$ cat src/rtl/rsc_pkg.sv
package rsc_pkg;
  localparam int CODE_W = 5;
  localparam int RATE_W = 2;
  localparam int MASK_BIT = CODE_W;
  localparam int CNT_W = (1 << RATE_W) - 1;
  localparam logic [CODE_W-1:0] RST_CODE = 5'b11001;

  typedef logic [CODE_W-1:0] code_t;

  typedef enum logic [RATE_W-1:0] {
    RATE_DIV1 = 2'd0,
    RATE_DIV2 = 2'd1,
    RATE_DIV4 = 2'd2,
    RATE_DIV8 = 2'd3
  } rate_e;
endpackage

$ cat src/rtl/rsc_regs.sv
module rsc_regs
  import rsc_pkg::*;
#(
  parameter int NCH = 4,
  parameter int ADDR_W = 4,
  parameter int DATA_W = 8
) (
  input  logic                     clk,
  input  logic                     rst_n,
  input  logic                     wr_en,
  input  logic [ADDR_W-1:0]        wr_addr,
  input  logic [DATA_W-1:0]        wr_data,
  input  logic [ADDR_W-1:0]        rd_addr,
  output logic [DATA_W-1:0]        rd_data,
  input  logic [NCH-1:0]           go_clr,
  output logic [NCH*CODE_W-1:0]    tgt1_o,
  output logic [NCH*CODE_W-1:0]    tgt2_o,
  output logic [NCH-1:0]           mask_o,
  output logic [NCH-1:0]           go_o,
  output logic [NCH-1:0]           sel_o,
  output logic [NCH*RATE_W-1:0]    rate_o
);
  localparam logic [ADDR_W-1:0] A_CTRL = ADDR_W'(2 * NCH);
  localparam logic [ADDR_W-1:0] A_RATE = ADDR_W'(2 * NCH + 1);

  code_t                 tgt1_q [NCH];
  code_t                 tgt2_q [NCH];
  logic [NCH-1:0]        mask_q;
  logic [NCH-1:0]        go_q;
  logic [NCH-1:0]        sel_q;
  logic [NCH*RATE_W-1:0] rate_q;
  logic [2*NCH-1:0]      ctrl_rd;

  always_ff @(posedge clk) begin
    if (!rst_n) begin
      for (int c = 0; c < NCH; c++) begin
        tgt1_q[c] <= RST_CODE;
        tgt2_q[c] <= RST_CODE;
      end
      mask_q <= '0;
      go_q   <= '0;
      sel_q  <= '0;
      rate_q <= '0;
    end else begin
      // completion clears GO; a same-cycle write to the control register wins
      go_q <= go_q & ~go_clr;
      if (wr_en) begin
        for (int c = 0; c < NCH; c++) begin
          if (wr_addr == ADDR_W'(c)) begin
            tgt1_q[c] <= wr_data[CODE_W-1:0];
            mask_q[c] <= wr_data[MASK_BIT];
          end
          if (wr_addr == ADDR_W'(NCH + c)) begin
            tgt2_q[c] <= wr_data[CODE_W-1:0];
          end
        end
        if (wr_addr == A_CTRL) begin
          for (int c = 0; c < NCH; c++) begin
            go_q[c]  <= wr_data[2*c];
            sel_q[c] <= wr_data[2*c+1];
          end
        end
        if (wr_addr == A_RATE) begin
          rate_q <= wr_data[NCH*RATE_W-1:0];
        end
      end
    end
  end

  always_comb begin
    for (int c = 0; c < NCH; c++) begin
      ctrl_rd[2*c]   = go_q[c];
      ctrl_rd[2*c+1] = sel_q[c];
    end
  end

  always_comb begin
    rd_data = '0;
    for (int c = 0; c < NCH; c++) begin
      if (rd_addr == ADDR_W'(c)) rd_data = DATA_W'({mask_q[c], tgt1_q[c]});
      if (rd_addr == ADDR_W'(NCH + c)) rd_data = DATA_W'(tgt2_q[c]);
    end
    if (rd_addr == A_CTRL) rd_data = DATA_W'(ctrl_rd);
    if (rd_addr == A_RATE) rd_data = DATA_W'(rate_q);
  end

  for (genvar c = 0; c < NCH; c++) begin : g_flat
    assign tgt1_o[c*CODE_W +: CODE_W] = tgt1_q[c];
    assign tgt2_o[c*CODE_W +: CODE_W] = tgt2_q[c];
  end

  assign mask_o = mask_q;
  assign go_o   = go_q;
  assign sel_o  = sel_q;
  assign rate_o = rate_q;
endmodule

$ cat src/rtl/rsc_launch.sv
module rsc_launch #(
  parameter int NCH = 4
) (
  input  logic           clk,
  input  logic           rst_n,
  input  logic           commit,
  input  logic           standby,
  input  logic [NCH-1:0] go,
  input  logic [NCH-1:0] sel,
  output logic [NCH-1:0] launch,
  output logic [NCH-1:0] launch_sel
);
  logic stby_q;
  logic stby_rise;
  logic stby_fall;

  always_ff @(posedge clk) begin
    if (!rst_n) stby_q <= 1'b0;
    else        stby_q <= standby;
  end

  assign stby_rise = standby & ~stby_q;
  assign stby_fall = ~standby & stby_q;

  // standby edges outrank a commit in the same cycle
  always_comb begin
    for (int c = 0; c < NCH; c++) begin
      if (stby_rise || stby_fall) begin
        launch[c]     = 1'b1;
        launch_sel[c] = stby_rise;
      end else begin
        launch[c]     = commit & go[c];
        launch_sel[c] = sel[c];
      end
    end
  end
endmodule

$ cat src/rtl/rsc_chan.sv
module rsc_chan
  import rsc_pkg::*;
(
  input  logic              clk,
  input  logic              rst_n,
  input  logic              tick,
  input  logic              launch,
  input  logic              launch_sel,
  input  code_t             tgt1,
  input  code_t             tgt2,
  input  logic [RATE_W-1:0] rate,
  output code_t             code,
  output logic              busy,
  output logic              down,
  output logic              done
);
  logic             sel_q;
  logic [CNT_W-1:0] cnt_q;
  logic [CNT_W-1:0] lim;
  code_t            tgt;
  logic             at_tgt;

  assign tgt    = sel_q ? tgt2 : tgt1;
  assign at_tgt = (code == tgt);

  always_comb begin
    unique case (rate_e'(rate))
      RATE_DIV1: lim = CNT_W'(0);
      RATE_DIV2: lim = CNT_W'(1);
      RATE_DIV4: lim = CNT_W'(3);
      default:   lim = CNT_W'(7);
    endcase
  end

  always_ff @(posedge clk) begin
    if (!rst_n) begin
      code  <= RST_CODE;
      busy  <= 1'b0;
      sel_q <= 1'b0;
      cnt_q <= '0;
    end else if (launch) begin
      busy  <= 1'b1;
      sel_q <= launch_sel;
      cnt_q <= '0;
    end else if (busy && tick) begin
      if (at_tgt) begin
        busy  <= 1'b0;
        cnt_q <= '0;
      end else if (cnt_q == lim) begin
        cnt_q <= '0;
        code  <= (code > tgt) ? code - 1'b1 : code + 1'b1;
      end else begin
        cnt_q <= cnt_q + 1'b1;
      end
    end
  end

  assign done = busy & tick & at_tgt & ~launch;
  assign down = busy & (code > tgt);
endmodule

$ cat src/rtl/ref_slew_ctrl.sv
module ref_slew_ctrl
  import rsc_pkg::*;
#(
  parameter int NCH = 4,
  parameter int DATA_W = 8,
  parameter int ADDR_W = $clog2(2 * NCH + 2)
) (
  input  logic                  clk,
  input  logic                  rst_n,
  input  logic                  wr_en,
  input  logic [ADDR_W-1:0]     wr_addr,
  input  logic [DATA_W-1:0]     wr_data,
  input  logic [ADDR_W-1:0]     rd_addr,
  output logic [DATA_W-1:0]     rd_data,
  input  logic                  commit,
  input  logic                  standby,
  input  logic                  tick,
  input  logic [NCH-1:0]        pg_in,
  output logic [NCH*CODE_W-1:0] code_o,
  output logic [NCH-1:0]        slewing_o,
  output logic [NCH-1:0]        slew_dn_o,
  output logic [NCH-1:0]        pg_o
);
  logic [NCH*CODE_W-1:0] tgt1_w;
  logic [NCH*CODE_W-1:0] tgt2_w;
  logic [NCH-1:0]        mask_w;
  logic [NCH-1:0]        go_w;
  logic [NCH-1:0]        sel_w;
  logic [NCH*RATE_W-1:0] rate_w;
  logic [NCH-1:0]        done_w;
  logic [NCH-1:0]        launch_w;
  logic [NCH-1:0]        lsel_w;

  rsc_regs #(.NCH(NCH), .ADDR_W(ADDR_W), .DATA_W(DATA_W)) u_regs (
    .clk     (clk),
    .rst_n   (rst_n),
    .wr_en   (wr_en),
    .wr_addr (wr_addr),
    .wr_data (wr_data),
    .rd_addr (rd_addr),
    .rd_data (rd_data),
    .go_clr  (done_w),
    .tgt1_o  (tgt1_w),
    .tgt2_o  (tgt2_w),
    .mask_o  (mask_w),
    .go_o    (go_w),
    .sel_o   (sel_w),
    .rate_o  (rate_w)
  );

  rsc_launch #(.NCH(NCH)) u_launch (
    .clk        (clk),
    .rst_n      (rst_n),
    .commit     (commit),
    .standby    (standby),
    .go         (go_w),
    .sel        (sel_w),
    .launch     (launch_w),
    .launch_sel (lsel_w)
  );

  for (genvar c = 0; c < NCH; c++) begin : g_ch
    rsc_chan u_chan (
      .clk        (clk),
      .rst_n      (rst_n),
      .tick       (tick),
      .launch     (launch_w[c]),
      .launch_sel (lsel_w[c]),
      .tgt1       (tgt1_w[c*CODE_W +: CODE_W]),
      .tgt2       (tgt2_w[c*CODE_W +: CODE_W]),
      .rate       (rate_w[c*RATE_W +: RATE_W]),
      .code       (code_o[c*CODE_W +: CODE_W]),
      .busy       (slewing_o[c]),
      .down       (slew_dn_o[c]),
      .done       (done_w[c])
    );
    assign pg_o[c] = pg_in[c] & (~slewing_o[c] | mask_w[c]);
  end
endmodule

$ cat config.mk
export PLATFORM = sky130hd
export DESIGN_NAME = ref_slew_ctrl
export DESIGN_NICKNAME = d
export VERILOG_FILES = /design/src/rtl/rsc_pkg.sv /design/src/rtl/rsc_regs.sv /design/src/rtl/rsc_launch.sv /design/src/rtl/rsc_chan.sv /design/src/rtl/ref_slew_ctrl.sv
export SDC_FILE = /design/constraint.sdc
export NUM_CORES = 1
export LEC_CHECK = 0
export ABC_AREA = 1
export BUFFER_PORTS_ARGS = -buffer_cell sky130_fd_sc_hd__buf_4
export CORE_UTILIZATION = 55
export CTS_CLUSTER_SIZE = 20
export DETAILED_ROUTE_END_ITERATION = 16
export PLACE_DENSITY = 0.8
export SYNTH_ARGS = -nofsm -noshare
export SYNTH_HDL_FRONTEND = slang
export SYNTH_HIERARCHICAL = 1
export SYNTH_SLANG_ARGS = --single-unit
$ cat constraint.sdc
create_clock -name clk -period 4.9 [get_ports clk]
set_input_delay 0.245 -clock clk [delete_from_list [all_inputs] [get_ports clk]]
set_output_delay 0.245 -clock clk [all_outputs]
set_load 0.02 [all_outputs]
==> summary.md <==
- 5.12 ns — required time worst endpoint
- 0 — antenna diode count
- 109 µm — die outline width
- flip-flop — kind of end point of the critical path
- 0 — number of gates resized after cts
- 14.3 µm — wire per inst
- 2 — number of buffers on the longest clock path
- 6 — DR pass1 iterations
- 15000 µm — sum of routed wire length over all layers
- in2reg — path type of the worst min-delay path
- 14.0% — relative area change from synthesis to final layout
- 38 — distinct cell type count of the synthesized netlist
- 6 — number of synthesis warnings
- 2.83 ns — arrival time reported for the critical path endpoint
- 0.782 ns — Worst-Margin Slew
- built — TritonCTS clock tree
- 2420 µm² — register cell area after layout
- 0% — proportion of register bits with asynchronous set or reset after synthesis
- 995 — Fill cells
- 11200 µm — Detailed Place HPWL
- 7.54 µm² — synthesized area per cell
- 65 — number of buffers added on ports
- 48 — maximum number of pins on one net before global-route repair
- 66 — top-level I/O count
- 9 — total CTS buffers
- 296 nW/µm² — power density over the cells
- 383 MHz — timing-limited maximum frequency
- 0.000218 V — maximum resistive drop on vdd
- 6350 µm² — Mapped Area
- 909 — number of nets in the synthesized netlist
- 0 — detailed-route DRC error count
- 0 — count of hold-fix buffers inserted at cts
- met4 — highest routed metal layer
- 38.2% — share of the yosys chip area belonging to registers
- 0.0958 ns — hold_ws
- 5666 — routed vias
- 0 — pins over their slew limit
- 842 — number of instances in the synthesized netlist
- 293 — Starting DRT DRC Count
- 0.07 ns — clock transition at the registers of the reported paths
- 0 — Final Hold Violating Endpoints
- 0 — antenna violations before repair
- finished clean — status
- 5110 — via count of the first global-routing pass
- 0 — number of buffers inserted by post-CTS setup repair
- 24.1% — Comb pwr share
- 109 µm — DIE HEIGHT
- 0.00795 ns — final worst clock skew
- 12000 µm² — floorplan die area
- sky130_fd_sc_hd__dfxtp_1 — Main synth FF type
- no — unrepaired setup endpoints after global routing
- 101 — flip-flop and latch count after synthesis
- 975 — final net count
- 26.3% — overall global routing resource usage
- 0 ns — aggregate negative setup slack
- 31.6% — net switching share of the total power
- flip-flop — critical path launch point type
- 0.35 ns — Clk Latency, worst-skew pair
- 7020 µm — detailed route wirelength on metal2
- 0.897 — Placer Congestion
- 31.1% — Clock power frac
- 6 — maximum net fanout on the critical path
- 0 — count of maximum capacitance violations
- 0 — final number of setup-violating endpoints
- 5.38 — vias per inst
- 0 — Antenna Nets Post-Route
- 11000 µm² — core outline area
- 6480 µm — WL met1
- 0 — overflow left after global routing
- reg2reg — Worst Setup Path Type
- 0.00340 µW — leak pwr
- 40 — count of flip-flops with a built-in enable after synthesis
- 2140 µW — Design Power
- 57.5% — effective utilization at floorplan
- 101 — Clock Sinks
- 24000 µm — global-route wire length before repair
- 47.3% — Worst slew margin
- 3 — H-tree depth
- 44.8% — Seq pwr share
- 38 — number of rows created at floorplan
- 53.3% — Final period util
- 65.6% — final core occ
- 16.0% — share of layout cells above drive strength 1
- 1150 µm — wire length on met3
- 2.61 ns — time the worst path needs with I/O delays and setup
- sky130_fd_sc_hd__clkbuf_16 — clk root buf
- 675 µW — switching power summed over all nets
- 3310 µm² — area of the multi-input gates
- 1460 µW — internal power
[flip-flops by register name (all words and copies together) (netlist names)]
register / cells
g_ch.u_chan/busy: 4
g_ch.u_chan/cnt_q: 12
g_ch.u_chan/code: 20
g_ch.u_chan/sel_q: 4
u_launch/stby_q: 1
u_regs/go_o: 4
u_regs/mask_o: 4
u_regs/rate_o: 8
u_regs/sel_o: 4
u_regs/tgt1_q: 20
u_regs/tgt2_q: 20
[synthesized netlist by cell type (14+ instances only)]
master | instances | area share [%]
sky130_fd_sc_hd__mux2i_1 | 16 | 2.5
sky130_fd_sc_hd__edfxtp_1 | 40 | 19
sky130_fd_sc_hd__o21ai_0 | 36 | 2.8
sky130_fd_sc_hd__nand2_1 | 215 | 13
sky130_fd_sc_hd__nor2_1 | 72 | 4.3
sky130_fd_sc_hd__ha_1 | 37 | 7.3
sky130_fd_sc_hd__dfxtp_1 | 61 | 19
sky130_fd_sc_hd__inv_1 | 123 | 7.3
sky130_fd_sc_hd__a21oi_1 | 47 | 3.7
sky130_fd_sc_hd__nand3_1 | 56 | 4.4
sky130_fd_sc_hd__inv_2 | 14 | 0.83
[power by group through the flow]
stage,clock [µW],sequential [µW],combinational (µW)
2_1_floorplan,0,975,362
3_3_place_gp,0,976,497
3_5_place_dp,0,976,509
4_1_cts,677,958,515
5_1_grt,709,963,582
6_report,666,958,516
[final timing paths]
| check | from | end | slack (ns) | cells past startpoint |
|---|---|---|---|---|
| setup / recovery | g_ch[3].u_chan/sel_q$_SDFFE_PN0P_ | g_ch[3].u_chan/code[4]$_SDFFE_PN1P_ | 2.29 | 16 |
| hold / removal | standby | u_launch/stby_q$_SDFF_PN0_ | 0.1 | 3 |
| hold reg to reg | g_ch[3].u_chan/cnt_q[1]$_SDFFE_PP0P_ | g_ch[3].u_chan/cnt_q[1]$_SDFFE_PP0P_ | 0.50 | 2 |
| setup reg to reg | g_ch[3].u_chan/sel_q$_SDFFE_PN0P_ | g_ch[3].u_chan/code[4]$_SDFFE_PN1P_ | 2.29 | 16 |
[area by class of cell]
type                       count  share of cell area (%)
clock buffer                  10                    3.16
clock inverter                 6                   0.623
tap                          140                    2.42
inverter                     149                    7.82
sequential                   101                    33.5
timing repair buffer          65                    6.74
multi-input combinational    582                    45.8
[worst max-delay path, stage by stage, from the launching register on]
cell	delay [ns]
sky130_fd_sc_hd__dfxtp_1	0.50
sky130_fd_sc_hd__mux2i_1	0.14
sky130_fd_sc_hd__ha_1	0.31
sky130_fd_sc_hd__nand2_1	0.08
sky130_fd_sc_hd__nor2_2	0.13
sky130_fd_sc_hd__nand2_1	0.14
sky130_fd_sc_hd__nand2_1	0.18
sky130_fd_sc_hd__inv_1	0.10
sky130_fd_sc_hd__ha_1	0.33
sky130_fd_sc_hd__nand2_1	0.10
sky130_fd_sc_hd__nand2_1	0.05
sky130_fd_sc_hd__nand2_1	0.05
sky130_fd_sc_hd__nand2_1	0.06
sky130_fd_sc_hd__nand3_1	0.10
sky130_fd_sc_hd__nand3_1	0.08
sky130_fd_sc_hd__nand2_1	0.06
sky130_fd_sc_hd__nand3_1	0.06
[layer usage]
layer	vias to the layer above	GRT usage, %
met1	2581	34.3
li1	2851	-
met2	205	43.4
met4	0	8.76
met5	-	0
met3	29	5.57
[cells by family after synthesis]
logic type	Yosys count	synth area share (%)
AOI/OAI and AO/OA	112	9.94
xor gates and xnor gates	12	1.66
adders and majority gates	41	8.56
buffers and inverters	159	9.68
DFF	101	38.2
muxes	20	3.23
and+or+nand+nor	397	28.8
[cell usage in the layout (no fill, tap or decap), types with 5 or more instances in the layout]
master,synthesis,routed
sky130_fd_sc_hd__inv_2,14,14
sky130_fd_sc_hd__buf_4,0,65
sky130_fd_sc_hd__nor2_1,72,72
sky130_fd_sc_hd__clkbuf_16,0,9
sky130_fd_sc_hd__or2_2,5,5
sky130_fd_sc_hd__nor2_2,9,9
sky130_fd_sc_hd__dfxtp_1,61,61
sky130_fd_sc_hd__xnor2_1,8,8
sky130_fd_sc_hd__nand4_1,9,9
sky130_fd_sc_hd__ha_1,37,37
sky130_fd_sc_hd__inv_1,123,123
sky130_fd_sc_hd__a21oi_1,47,47
sky130_fd_sc_hd__clkinv_1,7,7
sky130_fd_sc_hd__nand3_1,56,56
sky130_fd_sc_hd__nand2_1,215,215
sky130_fd_sc_hd__o21ai_0,36,36
sky130_fd_sc_hd__edfxtp_1,40,40
sky130_fd_sc_hd__nor3_1,7,7
sky130_fd_sc_hd__clkinv_2,5,6
sky130_fd_sc_hd__mux2i_1,16,16
sky130_fd_sc_hd__o21ai_1,8,8
sky130_fd_sc_hd__a211oi_1,7,7
sky130_fd_sc_hd__a21oi_2,8,8
[through the flow]
| stage | setup WS (ns) | std cells | cell area (µm²) |
|---|---|---|---|
| floorplan | 2.46 | 842 | 6350 |
| global placement | 2.36 | 1037 | 6960 |
| detailed placement | 2.33 | 1037 | 6960 |
| CTS | 2.30 | 1053 | 7240 |
| global route | 1.97 | 1053 | 7240 |
| finish | 2.29 | 1053 | 7240 |
No activity file was read; power rests on OpenSTA's default activity.
